--- src/rtl/alu8_pkg.sv ---
package alu8_pkg;
  localparam int DATA_W = 8;
  localparam int OP_W   = 4;

  typedef enum logic [OP_W-1:0] {
    OP_ADD = 4'd0,  OP_ADC = 4'd1,  OP_SUB = 4'd2,  OP_SBB = 4'd3,
    OP_AND = 4'd4,  OP_OR  = 4'd5,  OP_XOR = 4'd6,  OP_CMA = 4'd7,
    OP_INC = 4'd8,  OP_DEC = 4'd9,  OP_RLC = 4'd10, OP_RAR = 4'd11,
    OP_CMP = 4'd12, OP_CMC = 4'd13, OP_NP0 = 4'd14, OP_NP1 = 4'd15
  } alu_op_e;

  typedef struct packed {
    logic s;
    logic z;
    logic ac;
    logic p;
    logic cy;
  } alu_flags_t;

  localparam int NFLAGS = $bits(alu_flags_t);
endpackage

--- src/rtl/alu8_datapath.sv ---
module alu8_datapath
  import alu8_pkg::*;
#(
  parameter int WIDTH = DATA_W
) (
  input  logic [WIDTH-1:0] a,
  input  logic [WIDTH-1:0] b,
  input  alu_op_e          op,
  input  logic             cy_in,
  output logic [WIDTH-1:0] res,
  output alu_flags_t       nf,
  output alu_flags_t       mask
);
  localparam int HALF = WIDTH / 2;

  logic [WIDTH-1:0] b_eff;
  logic             cin;
  logic             sub;
  logic [WIDTH:0]   sum;
  logic [HALF:0]    low;
  logic             cy_ar, ac_ar;

  always_comb begin
    b_eff = b;
    cin   = 1'b0;
    sub   = 1'b0;
    unique case (op)
      OP_ADC:         cin = cy_in;
      OP_SUB, OP_CMP: begin sub = 1'b1; b_eff = ~b; cin = 1'b1; end
      OP_SBB:         begin sub = 1'b1; b_eff = ~b; cin = ~cy_in; end
      OP_INC:         b_eff = WIDTH'(1);
      OP_DEC:         begin sub = 1'b1; b_eff = ~WIDTH'(1); cin = 1'b1; end
      default:        ;
    endcase
  end

  assign sum   = {1'b0, a} + {1'b0, b_eff} + {{WIDTH{1'b0}}, cin};
  assign low   = {1'b0, a[HALF-1:0]} + {1'b0, b_eff[HALF-1:0]} + {{HALF{1'b0}}, cin};
  assign cy_ar = sub ? ~sum[WIDTH] : sum[WIDTH];
  assign ac_ar = sub ? ~low[HALF]  : low[HALF];

  logic [WIDTH-1:0] szp_src;

  always_comb begin
    res     = a;
    nf      = '0;
    mask    = '0;
    szp_src = sum[WIDTH-1:0];
    unique case (op)
      OP_ADD, OP_ADC, OP_SUB, OP_SBB: begin
        res = sum[WIDTH-1:0]; mask = '1; nf.cy = cy_ar; nf.ac = ac_ar;
      end
      OP_CMP: begin
        mask = '1; nf.cy = cy_ar; nf.ac = ac_ar;
      end
      OP_AND, OP_OR, OP_XOR: begin
        if (op == OP_AND)     res = a & b;
        else if (op == OP_OR) res = a | b;
        else                  res = a ^ b;
        szp_src = res;
        mask = '1;
      end
      OP_CMA: res = ~a;
      OP_INC, OP_DEC: begin
        res = sum[WIDTH-1:0];
        mask = '1; mask.cy = 1'b0; nf.ac = ac_ar;
      end
      OP_RLC: begin
        res = {a[WIDTH-2:0], a[WIDTH-1]}; mask.cy = 1'b1; nf.cy = a[WIDTH-1];
      end
      OP_RAR: begin
        res = {cy_in, a[WIDTH-1:1]}; mask.cy = 1'b1; nf.cy = a[0];
      end
      OP_CMC: begin
        mask.cy = 1'b1; nf.cy = ~cy_in;
      end
      default: ;
    endcase
    nf.s = szp_src[WIDTH-1];
    nf.z = (szp_src == '0);
    nf.p = ~(^szp_src);
  end
endmodule

--- src/rtl/alu8_flag_store.sv ---
module alu8_flag_store
  import alu8_pkg::*;
(
  input  logic       clk,
  input  logic       rst_n,
  input  logic       we,
  input  logic       load,
  input  alu_flags_t ld_val,
  input  alu_flags_t nf,
  input  alu_flags_t mask,
  output alu_flags_t q
);
  logic [NFLAGS-1:0] q_bits;

  for (genvar i = 0; i < NFLAGS; i++) begin : g_bit
    always_ff @(posedge clk or negedge rst_n) begin
      if (!rst_n)                  q_bits[i] <= 1'b0;
      else if (load)               q_bits[i] <= ld_val[i];
      else if (we && mask[i])      q_bits[i] <= nf[i];
    end
  end

  assign q = alu_flags_t'(q_bits);


  hold_when_idle_chk: assert property (@(posedge clk) disable iff (!rst_n)
    (!we && !load) |=> (q == $past(q)));


  load_wins_chk: assert property (@(posedge clk) disable iff (!rst_n)
    load |=> (q == $past(ld_val)));
endmodule

--- src/rtl/alu8_status.sv ---
module alu8_status
  import alu8_pkg::*;
(
  input  logic        clk,
  input  logic        rst_n,
  input  logic [7:0]  op_a,
  input  logic [7:0]  op_b,
  input  logic [3:0]  op_sel,
  input  logic        flag_we,
  input  logic        flag_load,
  input  logic [7:0]  flag_wdata,
  output logic [7:0]  result,
  output logic [7:0]  flag_byte,
  output logic [15:0] status_word
);
  alu_flags_t flags_q, nf, mask, ld_val;
  alu_op_e    op;

  assign op = alu_op_e'(op_sel);

  alu8_datapath #(.WIDTH(DATA_W)) u_dp (
    .a    (op_a),
    .b    (op_b),
    .op   (op),
    .cy_in(flags_q.cy),
    .res  (result),
    .nf   (nf),
    .mask (mask)
  );

  assign ld_val = '{s: flag_wdata[7], z: flag_wdata[6], ac: flag_wdata[4],
                    p: flag_wdata[2], cy: flag_wdata[0]};

  alu8_flag_store u_fs (
    .clk   (clk),
    .rst_n (rst_n),
    .we    (flag_we),
    .load  (flag_load),
    .ld_val(ld_val),
    .nf    (nf),
    .mask  (mask),
    .q     (flags_q)
  );

  assign flag_byte   = {flags_q.s, flags_q.z, 1'b0, flags_q.ac, 1'b0, flags_q.p, 1'b0, flags_q.cy};
  assign status_word = {op_a, flag_byte};


  incdec_keeps_cy_chk: assert property (@(posedge clk) disable iff (!rst_n)
    (flag_we && !flag_load && (op_sel == 4'd8 || op_sel == 4'd9)) |=> $stable(flag_byte[0]));


  rotate_only_cy_chk: assert property (@(posedge clk) disable iff (!rst_n)
    (flag_we && !flag_load && (op_sel == 4'd10 || op_sel == 4'd11)) |=> $stable(flag_byte[7:1]));


  logic_clears_cy_chk: assert property (@(posedge clk) disable iff (!rst_n)
    (flag_we && !flag_load && (op_sel >= 4'd4) && (op_sel <= 4'd6)) |=> (flag_byte[0] == 1'b0 && flag_byte[4] == 1'b0));


  cma_no_flags_chk: assert property (@(posedge clk) disable iff (!rst_n)
    (flag_we && !flag_load && op_sel == 4'd7) |=> $stable(flag_byte));


  unused_bits_zero_chk: assert property (@(posedge clk) disable iff (!rst_n)
    (flag_byte[5] == 1'b0 && flag_byte[3] == 1'b0 && flag_byte[1] == 1'b0));
endmodule

--- config.mk ---
export PLATFORM = sky130hd
export DESIGN_NAME = alu8_status
export DESIGN_NICKNAME = d
export VERILOG_FILES = /design/src/rtl/alu8_pkg.sv /design/src/rtl/alu8_datapath.sv /design/src/rtl/alu8_flag_store.sv /design/src/rtl/alu8_status.sv
export SDC_FILE = /design/constraint.sdc
export NUM_CORES = 1
export LEC_CHECK = 0
export CAP_MARGIN = 10
export CORE_MARGIN = 2
export CORE_UTILIZATION = 50
export CTS_CLUSTER_DIAMETER = 80
export CTS_CLUSTER_SIZE = 10
export DETAILED_ROUTE_END_ITERATION = 6
export PLACE_DENSITY = 0.83
export SLEW_MARGIN = 20
export SYNTH_ARGS = -nofsm -noshare
export SYNTH_HDL_FRONTEND = slang
export SYNTH_SLANG_ARGS = --single-unit
export TNS_END_PERCENT = 5
--- constraint.sdc ---
create_clock -name clk -period 3.8 [get_ports clk]
set_clock_uncertainty 0.15 [all_clocks]
set_input_delay 0.38 -clock clk [delete_from_list [all_inputs] [get_ports clk]]
set_output_delay 0.38 -clock clk [all_outputs]
set_load 0.05 [all_outputs]
==> out/results.tsv <==
metric	value	unit
status	completed	
first-pass GRT wire length	12400	microns
Post-synth ARST share	100	%
via-per-instance ratio	5.96	
Primary FF master, synth	dfrtp_1	
# hold bufs at CTS	0	
post-synthesis cell count	340	
Initial Util	52.3	%
Setup WS pre-CTS	-553	ps
Setup crit end kind	flip-flop	
pin count of the biggest net entering global routing	22	
Worst setup SP type	input port	
top cells by area, synth	ha_1 15%, a21oi_1 7.4%, buf_4 6.9%	
root buf cell	clkbuf_8	
die area	5150	sq um
crit path max fanout	6	
Worst EP arrival	3610	ps
Post-Syn Area	2290	sq um
GRT Overall Usage	30.0	%
fin crit period	3680	ps
Final Cycle Share	96.9	%
diode count	0	
CTS H-tree depth	1	
routability cong.	0.942	
Netlist cell types	60	
die height	71.7	microns
final worst setup slack	117	ps
worst vdd ir	196	uV
critical path class	in -> reg	
CTS Buf Count	3	
clk buf depth	2	
clock sink count	5	
max-cap check violation count	0	
crit-path cells	buf_2 -> nor2b_2 -> buf_4 -> buf_4 -> a21oi_1 -> o22ai_1 -> a21oi_1 -> ha_1 -> a21o_1 -> a31oi_1 -> a41o_1 -> nor2_1 -> o21a_1 -> ha_1 -> xor2_1 -> xnor2_1 -> nor2_1 -> a211oi_2 -> a21oi_1	
fmax	272	MHz
WHS	233	ps
FP Rows	24	
GRT overflow	0	
clock latency on the worst-skew pair	220	ps
critical path's top delay family	compound AO/OA/AOI/OAI gates	
placed wire-length estimate	6170	microns
EDFF count, synth	0	
FILL cells	336	
initial antenna violation count	0	
Max-slew headroom	57.9	%
WL met1	3420	microns
clock slew at reported path FFs	40	ps
CTS tree	built	
core area	4380	sq um
top-area cell type share of the netlist area	14.7	%
Area Growth Syn to Fin	45.6	%
PD cells	284	nW/um^2
max incr delay on CP	300	ps
PortBufs	54	
most frequent CP cell	a21oi_1	
P_leak	0.00153	uW
vias in the first global route	2684	
ANT nets after route	0	
area leader, netlist	ha_1	
Pins Over Slew Limit	0	
I/O pin cnt	64	
Slew @ Worst Pin	630	ps
Final Hold Viols	0	
WP data required	3730	ps
DR WL met2	3920	microns
Largest register FFs	5	
Chip Width	71.7	microns
Crit path buffers/inverters	3	
first-pass detailed-route iteration total	5	
final wirelength	7900	microns
post-synthesis sequential area ratio	5.45	%
met3 WL	483	microns
Max Used Layer	met4	
share of cells above drive strength 1	24.1	%
yosys warns	0	
hold crit path type	in -> async	
via count	2831	
DR WL/cell	16.6	microns
Nets	485	
DRT iter0 DRCs	224	
DRC viols	0	
# setup viols final	0	
syn_area_per_cell	6.75	sq um
CP max-delay cell	ha_1	
Synth Register Bits	5	
==> power breakdown <==
part	leakage [uW]	switching, uW	total, uW	internal [uW]
logic	0.00145	429	779	350
registers	0.0000580	8.04	70.4	62.4
clock network	0.0000228	27.4	99.5	72.1
==> synthesized netlist by cell type, drive strengths merged (5+ instances only) <==
library cell  instances
ha                   27
nor2                 31
o21a                  8
nand3                 8
a22oi                 7
dfrtp                 5
o21ai                24
buf                  35
o22ai                12
nor2b                 8
a32oi                 5
a211oi                7
clkbuf                5
nand2                31
a31oi                 5
nand2b                6
a21oi                34
inv                  24
==> cell usage in the layout, fill, tap and decap left out, types with 9 or more instances in the layout <==
| cell type | synthesis | layout |
|---|---|---|
| a21oi_1 | 34 | 33 |
| clkdlybuf4s50_1 | 0 | 39 |
| buf_12 | 0 | 9 |
| nand2_1 | 31 | 31 |
| inv_1 | 24 | 22 |
| o22ai_1 | 12 | 11 |
| ha_1 | 27 | 27 |
| o21ai_0 | 23 | 22 |
| buf_4 | 21 | 57 |
| nor2_1 | 31 | 30 |
==> final timing paths <==
kind / to / cells past startpoint / slack, ps / from
min: u_fs.q[2] / 1 / 230 / rst_n
max reg2reg: u_fs.q[1] / 18 / 290 / u_fs.q[0]
max: u_fs.q[1] / 19 / 120 / op_sel[3]
max in group asynchronous: u_fs.q[1] / 1 / 3070 / rst_n
min in group clk: u_fs.q[3] / 2 / 480 / u_fs.q[3]
min reg2reg: u_fs.q[3] / 2 / 480 / u_fs.q[3]
==> routing by layer <==
metal	vias up	GRT usage, %
met5	-	0
met4	0	7.97
met3	13	3.52
met2	142	53.1
met1	1295	38.3
li1	1381	-
==> timing repair <==
action,4_1_cts,5_1_grt
gates resized for setup,18,15
pin swaps,6,9
endpoints found under the setup margin,7,3
cloned,0,0
setup buffers,0,1
==> kinds of logic (layout without fill, tap and decap cells) <==
group,Yosys count,after routing,synth area share [%]
buf+inv,65,143,15.0
xor+xnor,5,5,1.91
mux,6,6,2.73
fa+ha+maj,29,29,16.5
other cells,1,6,0.163
compound gates,126,126,36.4
simple gates,103,103,21.9
flops,5,5,5.45
==> area by class of cell <==
cell class | count | area, sq um | area share (%)
sequential | 5 | 125 | 3.75
timing repair buffer | 115 | 1090 | 32.8
tap | 52 | 65.1 | 1.95
multi-input combinational | 275 | 1920 | 57.5
clock buffer | 4 | 45.0 | 1.35
inverter | 24 | 90.1 | 2.70
==> worst register-to-register path: stages, from the launching register on <==
cell and delay [ps]:
dfrtp_1 390, o21ai_1 140, nor2_1 50, a21oi_1 110, nor2_1 50, nor2_1 130
fa_2 240, fa_2 210, nor2b_2 50, buf_4 130, o21a_1 180, or3_2 450
a32oi_2 180, ha_1 260, xor2_1 150, xnor2_1 170, nor2_1 70, a211oi_2 180
a21oi_1 60
==> metrics by stage <==
step                cell area (sq um)  std cells  TNS (ps)  util (%)  total power (uW)
finish                           3340        475         0      76.2               949
CTS                              3300        474         0      75.3               930
global placement                 3230        470      -554      73.8               811
global route                     3340        475     -12.3      76.2              1000
detailed placement               3230        470     -1220      73.8               827
floorplan                        2370        345         0         -               549
Power figures use the tool's default switching activity.
